==> config.mk <==
export PLATFORM = sky130hd
export DESIGN_NAME = tcpc_alert_regs
export DESIGN_NICKNAME = d
export VERILOG_FILES = /design/src/rtl/tcpc_alert_pkg.sv /design/src/rtl/tcpc_alert_bank.sv /design/src/rtl/tcpc_fault_log.sv /design/src/rtl/tcpc_irq_fsm.sv /design/src/rtl/tcpc_alert_regs.sv
export SDC_FILE = /design/constraint.sdc
export NUM_CORES = 1
export LEC_CHECK = 0
export ABC_CLOCK_PERIOD_IN_PS = 1800
export BUFFER_PORTS_ARGS = -buffer_cell sky130_fd_sc_hd__buf_4
export CORE_MARGIN = 3
export CORE_UTILIZATION = 52
export CTS_BUF_LIST = sky130_fd_sc_hd__clkbuf_4 sky130_fd_sc_hd__clkbuf_8
export DETAILED_ROUTE_END_ITERATION = 7
export PLACE_DENSITY_LB_ADDON = 0.08
export SYNTH_ARGS = -nofsm -noshare
export SYNTH_HDL_FRONTEND = slang
export SYNTH_SLANG_ARGS = --single-unit
==> constraint.sdc <==
create_clock -name clk -period 1.8 [get_ports clk]
set_input_delay 0.09 -clock clk [delete_from_list [all_inputs] [get_ports clk]]
set_output_delay 0.09 -clock clk [all_outputs]
set_load 0.005 [all_outputs]
==> src/rtl/tcpc_alert_pkg.sv <==
package tcpc_alert_pkg;
    parameter int ALERT_W   = 16;
    parameter int ALERT_USE = 12;
    parameter int FAULT_W   = 7;

    parameter logic [7:0] A_ALERT_LO = 8'h10;
    parameter logic [7:0] A_ALERT_HI = 8'h11;
    parameter logic [7:0] A_MASK_LO  = 8'h12;
    parameter logic [7:0] A_MASK_HI  = 8'h13;
    parameter logic [7:0] A_PWR_MASK = 8'h14;
    parameter logic [7:0] A_PWR_STAT = 8'h1E;
    parameter logic [7:0] A_FAULT    = 8'h1F;

    parameter int BIT_POWER = 1;
    parameter int BIT_FAULT = 9;
    parameter int VBUS_BIT  = 2;
    parameter int FCLR_BIT  = 7;

    parameter logic [15:0] MASK_RST = 16'h0FFF;
    parameter logic [7:0]  PMSK_RST = 8'hFF;

    typedef enum logic {
        IRQ_IDLE   = 1'b0,
        IRQ_RAISED = 1'b1
    } irq_state_t;
endpackage

==> src/rtl/tcpc_alert_bank.sv <==
module tcpc_alert_bank #(
    parameter int W = tcpc_alert_pkg::ALERT_W,
    parameter int U = tcpc_alert_pkg::ALERT_USE
) (
    input  logic         clk,
    input  logic         rst_n,
    input  logic [U-1:0] set_i,
    input  logic [U-1:0] clr_i,
    output logic [W-1:0] alert_o,
    output logic [W-1:0] alert_nxt_o
);
    logic [U-1:0] bits_q;
    logic [U-1:0] bits_d;

    for (genvar k = 0; k < W; k++) begin : g_bit
        if (k < U) begin : g_live
            assign bits_d[k]      = set_i[k] | (bits_q[k] & ~clr_i[k]);
            assign alert_o[k]     = bits_q[k];
            assign alert_nxt_o[k] = bits_d[k];
        end else begin : g_pad
            assign alert_o[k]     = 1'b0;
            assign alert_nxt_o[k] = 1'b0;
        end
    end

    always_ff @(posedge clk or negedge rst_n) begin
        if (!rst_n) bits_q <= '0;
        else        bits_q <= bits_d;
    end


    event_wins_chk: assert property (@(posedge clk) disable iff (!rst_n)
        (|set_i) |=> ((bits_q & $past(set_i)) == $past(set_i)));


    clear_done_chk: assert property (@(posedge clk) disable iff (!rst_n)
        (|(clr_i & ~set_i)) |=> ((bits_q & $past(clr_i & ~set_i)) == '0));
endmodule

==> src/rtl/tcpc_fault_log.sv <==
module tcpc_fault_log #(
    parameter int FW = tcpc_alert_pkg::FAULT_W
) (
    input  logic          clk,
    input  logic          rst_n,
    input  logic [FW-1:0] fevt_i,
    input  logic          clr_i,
    output logic [FW-1:0] fault_o,
    output logic          any_o
);
    logic [FW-1:0] fault_q;

    always_ff @(posedge clk or negedge rst_n) begin
        if (!rst_n)     fault_q <= '0;
        else if (clr_i) fault_q <= fevt_i;
        else            fault_q <= fault_q | fevt_i;
    end

    assign fault_o = fault_q;
    assign any_o   = |fault_q;


    fault_clear_chk: assert property (@(posedge clk) disable iff (!rst_n)
        (clr_i && fevt_i == '0) |=> (fault_q == '0));
endmodule

==> src/rtl/tcpc_irq_fsm.sv <==
module tcpc_irq_fsm
    import tcpc_alert_pkg::*;
#(
    parameter int W = ALERT_W
) (
    input  logic         clk,
    input  logic         rst_n,
    input  logic [W-1:0] alert_nxt_i,
    input  logic [W-1:0] mask_nxt_i,
    input  logic [W-1:0] alert_i,
    input  logic [W-1:0] mask_i,
    output logic         irq_n_o
);
    irq_state_t state_q, state_d;
    logic       hit;

    assign hit = |(alert_nxt_i & mask_nxt_i);

    always_comb begin
        state_d = state_q;
        unique case (state_q)
            IRQ_IDLE:   if (hit)  state_d = IRQ_RAISED;
            IRQ_RAISED: if (!hit) state_d = IRQ_IDLE;
            default:    state_d = IRQ_IDLE;
        endcase
    end

    always_ff @(posedge clk or negedge rst_n) begin
        if (!rst_n) state_q <= IRQ_IDLE;
        else        state_q <= state_d;
    end

    always_comb begin
        irq_n_o = (state_q != IRQ_RAISED);
    end


    irq_match_chk: assert property (@(posedge clk) disable iff (!rst_n)
        irq_n_o == ((alert_i & mask_i) == '0));
endmodule

==> src/rtl/tcpc_alert_regs.sv <==
module tcpc_alert_regs
    import tcpc_alert_pkg::*;
(
    input  logic        clk,
    input  logic        rst_n,
    input  logic [11:0] evt_i,
    input  logic [6:0]  fault_evt_i,
    input  logic        vbus_present_i,
    input  logic [7:0]  reg_addr_i,
    input  logic        reg_wr_i,
    input  logic        reg_rd_i,
    input  logic [7:0]  reg_wdata_i,
    output logic [7:0]  reg_rdata_o,
    output logic        alert_n_o
);
    localparam int HI_W = ALERT_USE - 8;

    logic [ALERT_W-1:0]   alert_q, alert_nxt;
    logic [ALERT_W-1:0]   mask_q, mask_d;
    logic [7:0]           pmask_q, pmask_d;
    logic [ALERT_USE-1:0] set_v, clr_v;
    logic [FAULT_W-1:0]   fault_q;
    logic                 fault_any, fault_clr;
    logic                 vbus_prev_q, vbus_chg;
    logic [7:0]           rd_mux, rdata_q;

    assign vbus_chg = vbus_present_i ^ vbus_prev_q;

    always_comb begin
        set_v            = evt_i;
        set_v[BIT_POWER] = evt_i[BIT_POWER] | (vbus_chg & pmask_q[VBUS_BIT]);
        set_v[BIT_FAULT] = evt_i[BIT_FAULT] | (|fault_evt_i);
    end

    always_comb begin
        clr_v = '0;
        if (reg_wr_i && reg_addr_i == A_ALERT_LO) clr_v[7:0] = reg_wdata_i;
        if (reg_wr_i && reg_addr_i == A_ALERT_HI) clr_v[ALERT_USE-1:8] = reg_wdata_i[HI_W-1:0];
        if (fault_any) clr_v[BIT_FAULT] = 1'b0;
    end

    always_comb begin
        mask_d  = mask_q;
        pmask_d = pmask_q;
        if (reg_wr_i) begin
            unique case (reg_addr_i)
                A_MASK_LO:  mask_d[7:0]  = reg_wdata_i;
                A_MASK_HI:  mask_d[15:8] = reg_wdata_i;
                A_PWR_MASK: pmask_d      = reg_wdata_i;
                default:    ;
            endcase
        end
    end

    assign fault_clr = reg_wr_i && reg_addr_i == A_FAULT && reg_wdata_i[FCLR_BIT];

    always_ff @(posedge clk or negedge rst_n) begin
        if (!rst_n) begin
            mask_q      <= MASK_RST;
            pmask_q     <= PMSK_RST;
            vbus_prev_q <= 1'b0;
        end else begin
            mask_q      <= mask_d;
            pmask_q     <= pmask_d;
            vbus_prev_q <= vbus_present_i;
        end
    end

    tcpc_alert_bank #(.W(ALERT_W), .U(ALERT_USE)) u_bank (
        .clk(clk), .rst_n(rst_n), .set_i(set_v), .clr_i(clr_v),
        .alert_o(alert_q), .alert_nxt_o(alert_nxt)
    );

    tcpc_fault_log #(.FW(FAULT_W)) u_fault (
        .clk(clk), .rst_n(rst_n), .fevt_i(fault_evt_i), .clr_i(fault_clr),
        .fault_o(fault_q), .any_o(fault_any)
    );

    tcpc_irq_fsm #(.W(ALERT_W)) u_irq (
        .clk(clk), .rst_n(rst_n), .alert_nxt_i(alert_nxt), .mask_nxt_i(mask_d),
        .alert_i(alert_q), .mask_i(mask_q), .irq_n_o(alert_n_o)
    );

    always_comb begin
        unique case (reg_addr_i)
            A_ALERT_LO: rd_mux = alert_q[7:0];
            A_ALERT_HI: rd_mux = alert_q[15:8];
            A_MASK_LO:  rd_mux = mask_q[7:0];
            A_MASK_HI:  rd_mux = mask_q[15:8];
            A_PWR_MASK: rd_mux = pmask_q;
            A_PWR_STAT: rd_mux = 8'(vbus_present_i) << VBUS_BIT;
            A_FAULT:    rd_mux = {1'b0, fault_q};
            default:    rd_mux = 8'h00;
        endcase
    end

    always_ff @(posedge clk or negedge rst_n) begin
        if (!rst_n)        rdata_q <= 8'h00;
        else if (reg_rd_i) rdata_q <= rd_mux;
    end
    assign reg_rdata_o = rdata_q;


    fault_alert_hold_chk: assert property (@(posedge clk) disable iff (!rst_n)
        (fault_any && alert_q[BIT_FAULT]) |=> alert_q[BIT_FAULT]);


    upper_quiet_chk: assert property (@(posedge clk) disable iff (!rst_n)
        (reg_wr_i && reg_addr_i == A_ALERT_HI) |=> (alert_q[15:12] == 4'h0));
endmodule

; ---- After elaboration in Yosys (flattened, before gate mapping)
; Index checks and enable logic that the tools add are counted.
[word_totals]
reg_bits = 53
latch_bits = 0
ram_bits = 0
romBits = 0
wordCells = 74
memories = 0
[classes]
n_addsub = 0
n_mul = 0
div = 0
n_lt_le_gt_ge = 0
n_eq_ne = 7
shifts = 0
mux = 9
bitwise_logic = 43
reduce_logical = 8
[op_table]
columns = op, n
row1 = $eq A8 B5 Y1 const B, 7
row2 = $pmux W8 S7, 1
row3 = $mux W8, 3
row4 = $and A12 B16 Y16, 1
row5 = $mux W16, 1
row6 = $reduce_or A16 Y1, 1
row7 = $or A1 B1 Y1, 14
row8 = $reduce_or A7 Y1, 2
row9 = $and A1 B1 Y1, 13
row10 = $not A1 Y1, 13
row11 = $mux W7, 1
row12 = $or A7 B7 Y7, 1
row13 = $logic_and A1 B1 Y1, 4
row14 = $mux W4, 1
row15 = $mux W1, 2
row16 = $reduce_and A2 Y1, 1
row17 = $xor A1 B1 Y1, 1

; ---- Longest topological paths before layout
; Gate-level depths: netlist of the first run.
[logic_depth]
ltp_word = 10
mapped_depth = 7
mapped_depth_nobuf = 5

; ---- Hierarchy
; From an unflattened synthesis of the first run, not the netlist that was laid out.
[unflattened]
hier_cells = 251
hier_area_um2 = 2857.7
[modules_own_cells]
columns = mod, instances, cells_per_inst, area_each_um2
row1 = tcpc_alert_regs, 1, 177, 1980.6
row2 = tcpc_alert_bank, 1, 45, 499.2
row3 = tcpc_fault_log, 1, 18, 247.7
row4 = tcpc_irq_fsm, 1, 11, 130.1

; ---- Least setup slack after synthesis of the first run
; Ideal clock, no wire load.
[synth_timing]
path_type = input-to-reg
startpoint = input reg_addr_i[5]
endpoint = register u_irq.state_q
setup_ns = 0.141
arrival_time_ns = 1.769
required_time_ns = 1.659
setup_slack_ns = -0.110
path_stages = 7
cell_sequence = or4b_1 buf_2 buf_2 o31ai_1 a22oi_1 a2111oi_2 nand4b_1
[synth_between]
elab_chain_cells = 10
[synth_rtl]
columns = item, line
row1 = start: declaration, tcpc_alert_regs.sv:9  ; input logic [7:0] reg_addr_i,
row2 = $eq A8 B5 Y1, tcpc_alert_regs.sv:38  ; if (reg_wr_i && reg_addr_i == A_ALERT_HI) clr_v[ALERT_USE-1:8] = reg_wdata_i[HI_W-1:0];
row3 = $logic_and A1 B1 Y1, tcpc_alert_regs.sv:38
row4 = $mux W4, tcpc_alert_regs.sv:38
row5 = $mux W1, tcpc_alert_regs.sv:39  ; if (fault_any) clr_v[BIT_FAULT] = 1'b0;
row6 = $not A1 Y1, tcpc_alert_bank.sv:17  ; assign bits_d[k] = set_i[k] | (bits_q[k] & ~clr_i[k]);
row7 = $and A1 B1 Y1, tcpc_alert_bank.sv:17
row8 = $or A1 B1 Y1, tcpc_alert_bank.sv:17
row9 = $and A12 B16 Y16 *, tcpc_irq_fsm.sv:17  ; assign hit = |(alert_nxt_i & mask_nxt_i);
row10 = $reduce_or A16 Y1 *, tcpc_irq_fsm.sv:17
row11 = named net u_irq.hit, tcpc_irq_fsm.sv:15  ; logic hit;
row12 = $mux W1 *, "tcpc_irq_fsm.sv:22, tcpc_irq_fsm.sv:23"
row13 = end signal: assignment, tcpc_irq_fsm.sv:30  ; else state_q <= state_d;
row14 = end: declaration, tcpc_irq_fsm.sv:14  ; irq_state_t state_q, state_d;
; Mark *: on every way through the listed nets, which the timed path passes. The rest lies on a longest branch.
; A chain may end at the register's enable or synchronous reset.

; ---- Final worst setup path of the first run
[layout_timing]
startpoint = register u_fault.fault_q[3] (netlist: u_fault.fault_o[3])
endpoint = register u_irq.state_q
[layout_between]
elab_chain_cells = 8
[layout_rtl]
columns = item, line
row1 = start: declaration, tcpc_fault_log.sv:11  ; logic [FW-1:0] fault_q;
row2 = start signal: assignment, tcpc_fault_log.sv:15  ; else if (clr_i) fault_q <= fevt_i;
row3 = start signal: assignment, tcpc_fault_log.sv:16  ; else fault_q <= fault_q | fevt_i;
row4 = $reduce_or A7 Y1, tcpc_fault_log.sv:20  ; assign any_o = |fault_q;
row5 = $mux W1, tcpc_alert_regs.sv:39
row6 = $not A1 Y1, tcpc_alert_bank.sv:17
row7 = $and A1 B1 Y1, tcpc_alert_bank.sv:17
row8 = $or A1 B1 Y1, tcpc_alert_bank.sv:17
row9 = $and A12 B16 Y16, tcpc_irq_fsm.sv:17
row10 = $reduce_or A16 Y1, tcpc_irq_fsm.sv:17
row11 = named net u_irq.hit, tcpc_irq_fsm.sv:15
row12 = $mux W1, "tcpc_irq_fsm.sv:22, tcpc_irq_fsm.sv:23"
; The timed path passes the listed nets, and every way through them passes these cells.

==> results of run 1 <==
-- worst min-delay path, delay by kind of cell --
kind                   cells  cell delay (ns)
and+or+nand+nor            1             0.07
buffers and inverters      2             0.12
-- cells by family after synthesis --
group | count (synthesis) | synth area share, %
flops | 53 | 50.1
compound gates | 67 | 21.6
simple gates | 82 | 17.5
xor+xnor | 1 | 0.325
mux | 17 | 7.05
buf+inv | 22 | 3.52
-- timing repair --
item	CTS	global route
hold buffers	7	0
gates resized for setup	4	1
setup endpoints to repair	1	1
pin swaps	4	5
buffers inserted	0	0
endpoints found under the hold margin	39	0
-- cells in the mapped netlist, types with 5 or more instances --
cell / n / share of area (%)
nand2_1: 27 / 3.8
nor2_1: 5 / 0.70
nand3_1: 8 / 1.5
clkbuf_1: 10 / 1.4
a21o_1: 7 / 1.9
inv_1: 6 / 0.83
mux2_2: 6 / 2.5
dfstp_2: 20 / 19
mux2_1: 10 / 4.2
a22oi_1: 12 / 3.3
dfrtp_1: 33 / 31
nand4_1: 6 / 1.4
o31ai_1: 8 / 2.2
nand2b_1: 6 / 1.4
a22o_1: 9 / 2.9
-- registers in the layout, indices dropped and copies added, names as in the netlist --
register,flops
u_irq.state_q,1
u_fault.fault_o,7
vbus_prev_q,1
pmask_q,8
reg_rdata_o,8
mask_q,16
u_bank.bits_q,12
-- metrics by stage --
stage                     util, %  hold WS (ns)  cells  instance area [µm²]
after floorplan                 -        -0.206    242                 2760
after global placement       72.6         0.167    394                 3540
after detailed placement     72.6         0.169    394                 3540
after CTS                    77.0       0.00255    409                 3760
after global routing         77.1       0.00919    409                 3760
final                        77.1      0.000934    409                 3760
-- power by group --
part	internal [mW]	leakage [nW]	switching [mW]
sequential	1.24	0.564	0.0210
combinational	0.170	1.09	0.166
clock	0.452	0.0574	0.393
total	1.86	1.71	0.580
-- per-layer routing --
layer  vias to the layer above  part of all wire, %  track usage, %
li1                       1134                    -               -
met1                      1191                   44            38.7
met4                         0                  2.3            10.3
met2                       129                   46            42.2
met3                        18                  7.7            4.82
met5                         -                    0               0
-- cell type report --
class                   count  area, µm²  area share (%)
well taps                  67       83.8            2.23
clock inverters             2       37.5           0.998
flip-flops and latches     53       1350            35.9
repair buffers            107        846            22.5
clock buffers               6       82.6            2.19
multi-input cells         167       1340            35.5
inverters                   7       26.3           0.698
-- final timing paths --
path	start	endpoint	slack [ns]	cells past startpoint
min in group asynchronous	rst_n	vbus_prev_q$_DFF_PN0_	0.35	2
setup / recovery	u_fault.fault_o[3]$_DFF_PN0_	u_irq.state_q$_DFF_PN0_	-0.07	6
max in group asynchronous	rst_n	u_bank.bits_q[10]$_DFF_PN0_	1.00	2
setup reg to reg	u_fault.fault_o[3]$_DFF_PN0_	u_irq.state_q$_DFF_PN0_	-0.07	6
hold reg to reg	pmask_q[0]$_DFFE_PN1P_	pmask_q[0]$_DFFE_PN1P_	0.47	2
hold / removal	evt_i[2]	u_bank.bits_q[2]$_DFF_PN0_	0.0009	3
==> flow_summary_export.csv, run 1 <==
group,metric,value,unit
outcome,status,"complete, but fails checks",
outcome,violations,"negative setup slack",
job,max_cap_viol_count,0,
timing,finalCritPeriodShare,104,%
placed_design,pre_cts_ws,-0.266,ns
power_and_ir_drop,p_total,2.44,mW
timing,fmax,533,MHz
yosys,synth_flop_cell,"dfrtp_1",
power_and_ir_drop,peakVddDrop,0.578,mV
clocking,cts_buffers,5,
route,drtAntennaViolNets,0,
clocking,clock_latency,0.31,ns
timing,fin_crit,1.87,ns
clocking,clock-root-buffer,"clkbuf_8",
yosys,ys_ff_latch,53,
clocking,cts_sinks,53,
yosys,syn_nets,282,
floorplan,core-area,4880,µm²
critical_path,worstPathMaxFanout,2,
yosys,syn-cell-area,2700,µm²
critical_path,path_buf_inv,1,
yosys,yosysWarnings,0,
critical_path,critical_path.slowest_cell,"or4_4",
yosys,synth_edf_count,0,
yosys,syn_inst,242,
clocking,cts.reportedPaths.clkPinSlew,0.09,ns
timing,fin_tns_setup,-0.0748,ns
floorplan,io_pins,49,
placed_design,io_buffers,48,
placed_design,place_hpwl,5.91,mm
placed_design,gp_congestion,0.904,
route,drtPass1Iterations,5,
floorplan,dieArea,6090,µm²
route,avgRoutedWirePerCell,19.3,µm
finish,mostFrequentLayoutCells,"98 x buf_4, 33 x dfrtp_1, 27 x nand2_1",
clocking,tritoncts,"done",
route,routed_wirelength,7.90,mm
timing,finalHoldViolations,0,
global_routing,grt_pass1_wl,12.8,mm
yosys,syn_avg_cell_area,11.2,µm²
power_and_ir_drop,power_density,650,nW/µm²
floorplan,rows,25,
critical_path,cp-end-kind,"flop",
finish,layout_commonest_cell,"buf_4",
floorplan,fp.dieW,78.0,µm
floorplan,initial_core_util,55.3,%
clocking,cts_buffer_depth,2,
critical_path,worstSetupStartpointType,"flop",
critical_path,critical_path_arrival,2.05,ns
global_routing,grt_max_degree,54,
critical_path,crit_chain,"or4_4, nor4_4, buf_4, a221oi_2, a2111oi_2, nand4b_1",
critical_path,slowest_delay,0.55,ns
finish,nFillCells,349,
floorplan,die_h,78.0,µm
timing,setup_ws,-0.0748,ns
yosys,synth_cell_types,53,
timing,slew_headroom,55.7,%
timing,finalClockSkew,0.00327,ns
critical_path,path_class,"reg2reg",
global_routing,overflow,0,
yosys,yosysSeqAreaShare,50.1,%
timing,drv_slew,0,
critical_path,required,1.97,ns
finish,nets,381,
route,routed_via_density,6.04,
route,num_vias,2472,
timing,worstMarginPinSlew,0.664,ns
timing,setup_viol,1,
route,route.detailed.drc,0,
finish,drive_above_1_share,45.0,%
finish,syn_to_final_growth,39.4,%
power_and_ir_drop,leakage,1.71,nW
finish,antennaDiodeCount,0,
yosys,async_reset_ff_share,100,%
clocking,htreeDepth,2,
route,drt_iter0_drc,199,
global_routing,antenna_found_initial,0,
global_routing,grt_pass1_vias,2476,
hold_path,min_path_type,"in2reg",
global_routing,grt_usage,27.4,%
timing,rsz0062_at_grt,"true",
critical_path,crit_family,"simple AND/OR/NAND/NOR gates",
Note: power is estimated with default switching activity, not from simulation.
==> run 2: changes to the inputs <==
--- a/config.mk
+++ b/config.mk
@@ -10,7 +10,9 @@
 export CORE_MARGIN = 3
 export CORE_UTILIZATION = 52
 export CTS_BUF_LIST = sky130_fd_sc_hd__clkbuf_4 sky130_fd_sc_hd__clkbuf_8
+export CTS_CLUSTER_DIAMETER = 150
 export DETAILED_ROUTE_END_ITERATION = 7
+export GPL_TIMING_DRIVEN = 0
 export PLACE_DENSITY_LB_ADDON = 0.08
 export SYNTH_ARGS = -nofsm -noshare
 export SYNTH_HDL_FRONTEND = slang
==> run 2 against run 1 <==
The run still ends with negative setup slack left. Flip-flop and latch count unchanged. Wire length grew 1.0%. Power decreased by 7.2%. Critical path depth shrank 1. Fmax is 0.28% lower. Clock power shrank 18%. Hold slack improved by 0.0019 ns. Critical path type unchanged. Critical endpoint unchanged.
==> flow_summary_export.csv, run 2 (synthesis gave the netlist of run 1 again) <==
group,metric,value,unit
global_routing,grt_max_degree,54,
floorplan,dieArea,6090,µm²
clocking,cts.reportedPaths.clkPinSlew,0.10,ns
critical_path,slowest_delay,0.56,ns
clocking,htreeDepth,2,
timing,drv_slew,0,
floorplan,core-area,4880,µm²
power_and_ir_drop,peakVddDrop,0.443,mV
power_and_ir_drop,p_switching,0.604,mW
critical_path,crit_chain,"or4_4, nor4_4, a221oi_2, a2111oi_2, nand4b_1",
route,route.detailed.drc,0,
power_and_ir_drop,p_int,1.67,mW
critical_path,crit_family,"simple AND/OR/NAND/NOR gates",
timing,setup_ws,-0.0800,ns
timing,finalHoldViolations,0,
critical_path,path_class,"reg2reg",
finish,syn_to_final_growth,31.4,%
critical_path,r2r_start,"u_fault.fault_o[5]$_DFF_PN0_",
route,drtAntennaViolNets,0,
clocking,cts_sinks,53,
finish,largest_register,"mask_q",
finish,nets,353,
route,avgRoutedWirePerCell,20.9,µm
floorplan,rows,25,
power_and_ir_drop,pwr-share-clk,30.5,%
clocking,cts_buffer_depth,2,
outcome,violations,"negative setup slack",
power_and_ir_drop,power_density,640,nW/µm²
finish,top_regs,"mask_q x16, u_bank.bits_q x12",
critical_path,cp-end-kind,"flop",
route,drt_iter0_drc,270,
route,routed_via_density,6.34,
finish,mostFrequentLayoutCells,"52 x buf_4, 33 x dfrtp_1, 27 x nand2_1",
timing,worstMarginPinSlew,0.660,ns
clocking,tritoncts,"done",
global_routing,grt_pass1_wl,12.7,mm
critical_path,r2r_slack,-0.08,ns
global_routing,grt_pass1_vias,2348,
hold_path,min_path_type,"in2reg",
global_routing,antenna_found_initial,0,
timing,finalClockSkew,0.00705,ns
critical_path,worstPathMaxFanout,3,
global_routing,overflow,0,
critical_path,worstSetupStartpointType,"flop",
timing,slew_headroom,56.0,%
power_and_ir_drop,seqPwrFrac,55.6,%
timing,rsz0062_at_grt,"true",
finish,layout_commonest_cell,"buf_4",
critical_path,rr_endpoint,"u_irq.state_q$_DFF_PN0_",
finish,final_cell_area,3550,µm²
clocking,clock_latency,0.32,ns
timing,setup_viol,1,
finish,nFillCells,376,
placed_design,io_buffers,45,
power_and_ir_drop,leakage,1.54,nW
hold_path,hold_path_depth,2,
power_and_ir_drop,swShare,26.6,%
placed_design,place_hpwl,5.42,mm
finish,largest_reg_flops,16,
critical_path,path_buf_inv,0,
timing,finalCritPeriodShare,104,%
route,num_vias,2416,
placed_design,gp_congestion,0.913,
critical_path,required,1.99,ns
hold_path,hold_start,"evt_i[4]",
floorplan,fp.dieW,78.0,µm
finish,antennaDiodeCount,0,
critical_path,reg2reg_depth,5,
critical_path,critical_path_arrival,2.07,ns
route,drtPass1Iterations,5,
route,routed_wirelength,7.98,mm
power_and_ir_drop,comb_power_share,13.9,%
critical_path,critical_path.slowest_cell,"or4_4",
timing,fmax,532,MHz
floorplan,die_h,78.0,µm
clocking,clock-root-buffer,"clkbuf_8",
placed_design,pre_cts_ws,-0.760,ns
global_routing,grt_usage,26.8,%
timing,fin_crit,1.88,ns
finish,drive_above_1_share,37.6,%
outcome,status,"complete, but fails checks",
floorplan,io_pins,49,
placed_design,place_area,3180,µm²
job,max_cap_viol_count,0,
hold_path,min_delay_worst_endpoint,"u_bank.bits_q[4]$_DFF_PN0_",
clocking,cts_buffers,5,
floorplan,initial_core_util,55.3,%
[run 2: through the flow]
stage | setup TNS (ns) | hold WS (ns) | total power [mW] | instances | util (%)
6_report | -0.0800 | 0.00288 | 2.27 | 381 | 72.7
5_1_grt | -0.176 | 0.0116 | 2.35 | 381 | 72.7
4_1_cts | -0.123 | 0.000212 | 2.26 | 378 | 71.3
3_5_place_dp | -13.78 | 0.165 | 1.56 | 354 | 65.2
3_3_place_gp | -13.50 | 0.171 | 1.55 | 354 | 65.2
2_1_floorplan | -0.0468 | -0.206 | 1.41 | 242 | -
[run 2: area by class of cell]
class / count / area, µm² / area share, %
inverter: 7 / 26.3 / 0.741
timing repair buffer: 65 / 523 / 14.7
tap: 67 / 83.8 / 2.36
multi-input combinational: 167 / 1400 / 39.3
clock buffer: 5 / 68.8 / 1.94
clock inverter: 3 / 21.3 / 0.600
buffer: 14 / 76.3 / 2.15
sequential: 53 / 1350 / 38.1
[run 2: worst max-delay path by stage]
| stage | slack (ns) | cells after the start | from | end |
|---|---|---|---|---|
| final | -0.08 | 5 | u_fault.fault_o[5]$_DFF_PN0_ | u_irq.state_q$_DFF_PN0_ |
| after global routing | -0.18 | 5 | u_fault.fault_o[5]$_DFF_PN0_ | u_irq.state_q$_DFF_PN0_ |
| after CTS | -0.12 | 5 | u_fault.fault_o[2]$_DFF_PN0_ | u_irq.state_q$_DFF_PN0_ |
| after detailed placement | -0.76 | 6 | reg_addr_i[1] | reg_rdata_o[7]$_DFFE_PN0P_ |
| after global placement | -0.70 | 6 | reg_addr_i[1] | reg_rdata_o[5]$_DFFE_PN0P_ |
| after floorplan | -0.05 | 6 | reg_addr_i[5] | u_irq.state_q$_DFF_PN0_ |
[run 2: power groups by stage]
stage	sequential, mW	combinational, mW	clock [mW]
after floorplan	1.28	0.132	0
after global placement	1.28	0.273	0
after detailed placement	1.28	0.276	0
after CTS	1.26	0.305	0.692
after global routing	1.26	0.343	0.739
final	1.26	0.316	0.692
[run 2: layer usage]
metal | share of wire (%) | GRT usage [%] | routed length [µm]
met5 | 0 | 0 | 0
met4 | 2.3 | 9.62 | 184
met3 | 8.4 | 4.70 | 673
met2 | 46 | 40.5 | 3630
met1 | 44 | 39.0 | 3490
[run 2: timing repair]
item                       in CTS  in global routing
buffers inserted                3                  3
hold endpoints to repair       46                  0
hold buffers                   14                  0
pin swaps                       4                  6
gates resized for setup        10                  8
setup endpoints to repair      24                  1
==> run 3: changes to the inputs <==
--- a/config.mk
+++ b/config.mk
@@ -7,8 +7,10 @@
 export LEC_CHECK = 0
 export ABC_CLOCK_PERIOD_IN_PS = 1800
 export BUFFER_PORTS_ARGS = -buffer_cell sky130_fd_sc_hd__buf_4
-export CORE_MARGIN = 3
-export CORE_UTILIZATION = 52
+export CELL_PAD_IN_SITES_DETAIL_PLACEMENT = 0
+export CELL_PAD_IN_SITES_GLOBAL_PLACEMENT = 1
+export CORE_MARGIN = 4
+export CORE_UTILIZATION = 41
 export CTS_BUF_LIST = sky130_fd_sc_hd__clkbuf_4 sky130_fd_sc_hd__clkbuf_8
 export CTS_CLUSTER_DIAMETER = 150
 export DETAILED_ROUTE_END_ITERATION = 7
==> run 3 against run 2 <==
The run still ends with negative setup slack left. Non-clock buffer count is 1 lower. First-iteration DRC count is 37% lower. Power is 0.80% higher. Clock power is 0.6% higher. Fmax is 2.8% lower. Critical path depth is 3 higher. Flip-flop and latch count stayed put. Core utilization is 16 points lower. Register-to-register slack hardly changed. Hold slack better by 0.0018 ns. Clock-buffer cell count is 1 higher. Wire length is 2.9% higher. Critical path type is now in2reg. Critical endpoint unchanged. Largest cell class unchanged. Highest routed layer unchanged.
==> flow_summary_export.csv, run 3 (synthesis gave the netlist of run 1 again) <==
group,metric,value,unit
power_and_ir_drop,leakage,1.54,nW
critical_path,worstSetupStartpointType,"input pin",
power_and_ir_drop,pwr-share-clk,30.4,%
timing,fmax,517,MHz
critical_path,critical_path.slowest_cell,"or4b_4",
clocking,cts_buffer_depth,2,
global_routing,grt_max_degree,54,
global_routing,grt_pass1_wl,12.8,mm
timing,finalClockSkew,0.00286,ns
critical_path,crit_chain,"buf_4, or4b_4, buf_6, buf_6, o41ai_4, a22oi_2, a2111oi_4, nand4b_1",
route,route.detailed.drc,0,
finish,syn_to_final_growth,33.3,%
critical_path,worstPathMaxFanout,10,
critical_path,cp.depth,8,
route,routed_wirelength,8.21,mm
global_routing,grt_pass1_vias,2339,
power_and_ir_drop,p_total,2.29,mW
route,drt_iter0_drc,170,
power_and_ir_drop,seqPwrFrac,55.1,%
finish,nFillCells,581,
critical_path,critical_path_arrival,2.11,ns
route,drtAntennaViolNets,0,
global_routing,overflow,0,
finish,largest_register,"mask_q",
power_and_ir_drop,peakVddDrop,0.343,mV
power_and_ir_drop,p_switching,0.598,mW
timing,rsz0062_at_grt,"true",
placed_design,gp_congestion,0.822,
power_and_ir_drop,power_density,636,nW/µm²
power_and_ir_drop,p_int,1.69,mW
floorplan,io_pins,49,
global_routing,antenna_found_initial,0,
timing,setup_ws,-0.135,ns
timing,slew_headroom,51.1,%
power_and_ir_drop,swShare,26.1,%
critical_path,path_class,"in2reg",
hold_path,min_path_type,"in2reg",
route,drtPass1Iterations,4,
finish,layout_commonest_cell,"buf_4",
hold_path,hold_path_depth,2,
route,avgRoutedWirePerCell,21.1,µm
clocking,cts_sinks,53,
timing,finalHoldViolations,0,
finish,top_regs,"mask_q x16, u_bank.bits_q x12",
finish,nets,352,
outcome,status,"complete, but fails checks",
route,num_vias,2337,
finish,mostFrequentLayoutCells,"52 x buf_4, 33 x dfrtp_1, 27 x nand2_1",
floorplan,dieArea,7940,µm²
timing,fin_crit,1.93,ns
clocking,htreeDepth,2,
finish,drive_above_1_share,39.0,%
job,max_cap_viol_count,0,
clocking,tritoncts,"done",
timing,fin_tns_setup,-0.135,ns
clocking,clock-root-buffer,"clkbuf_8",
placed_design,place_hpwl,5.72,mm
critical_path,required,1.97,ns
critical_path,reg2reg_depth,5,
timing,drv_slew,0,
clocking,cts.reportedPaths.clkPinSlew,0.10,ns
floorplan,die_h,89.1,µm
timing,worstMarginPinSlew,0.732,ns
outcome,violations,"negative setup slack",
critical_path,path_buf_inv,3,
floorplan,core-area,6390,µm²
route,routed_via_density,5.99,
placed_design,io_buffers,45,
critical_path,crit_family,"compound AO/OA/AOI/OAI gates",
power_and_ir_drop,comb_power_share,14.5,%
critical_path,cp_common_cell,"buf_6",
clocking,clock_latency,0.30,ns
global_routing,grt_usage,21.8,%
critical_path,slowest_delay,0.53,ns
clocking,cts_buffers,5,
critical_path,cp-end-kind,"flop",
timing,setup_viol,1,
finish,largest_reg_flops,16,
finish,antennaDiodeCount,0,
floorplan,fp.dieW,89.1,µm
floorplan,initial_core_util,42.3,%
floorplan,rows,29,
placed_design,pre_cts_ws,-0.832,ns
timing,finalCritPeriodShare,107,%
## run 3: timing repair
action | 4_1_cts | 5_1_grt
endpoints found under the hold margin | 45 | 0
endpoints found under the setup margin | 24 | 16
gates resized for setup | 13 | 11
pin swaps | 6 | 5
hold buffers | 13 | 0
buffers inserted | 3 | 3
## run 3: worst paths after layout
kind	slack [ns]	endpoint	from
worst max-delay path	-0.13	u_irq.state_q$_DFF_PN0_	reg_addr_i[5]
worst min-delay path	0.005	u_bank.bits_q[8]$_DFF_PN0_	evt_i[8]
max in group asynchronous	0.98	u_irq.state_q$_DFF_PN0_	rst_n
worst max register to register	-0.08	u_irq.state_q$_DFF_PN0_	u_fault.fault_o[6]$_DFF_PN0_
worst min register to register	0.47	pmask_q[0]$_DFFE_PN1P_	pmask_q[0]$_DFFE_PN1P_
min in group asynchronous	0.35	reg_rdata_o[2]$_DFFE_PN0P_	rst_n
## run 3: per-stage QoR
| step | hold slack (ns) | cells | util [%] | area, µm² |
|---|---|---|---|---|
| 6_report | 0.00469 | 390 | 56.3 | 3600 |
| 3_3_place_gp | 0.172 | 364 | 50.0 | 3190 |
| 4_1_cts | 0.00345 | 388 | 54.9 | 3510 |
| 3_5_place_dp | 0.180 | 364 | 50.0 | 3190 |
| 2_1_floorplan | -0.206 | 242 | - | 2760 |
| 5_1_grt | 0.0149 | 390 | 56.3 | 3600 |
## run 3: layer usage
metal | GRT usage [%] | share of wire (%)
met4 | 5.82 | 1.2
met3 | 3.69 | 5.6
met2 | 34.1 | 47
met5 | 0 | 0
met1 | 31.5 | 46
## run 3: power by group through the flow
stage               Combinational [mW]  Sequential, mW  Clock, mW
floorplan                        0.132            1.28          0
global placement                 0.282            1.28          0
detailed placement               0.282            1.28          0
CTS                              0.315            1.26      0.715
global route                     0.361            1.27      0.761
finish                           0.331            1.26      0.696
## run 3: final cells by class
class | count | area [µm²] | area share, %
multi-input cells | 167 | 1440 | 40.1
inverters | 7 | 26.3 | 0.730
flip-flops and latches | 53 | 1350 | 37.6
well taps | 77 | 96.3 | 2.68
repair buffers | 64 | 513 | 14.3
plain buffers | 14 | 77.6 | 2.16
clock inverters | 2 | 13.8 | 0.382
clock buffers | 6 | 76.3 | 2.12
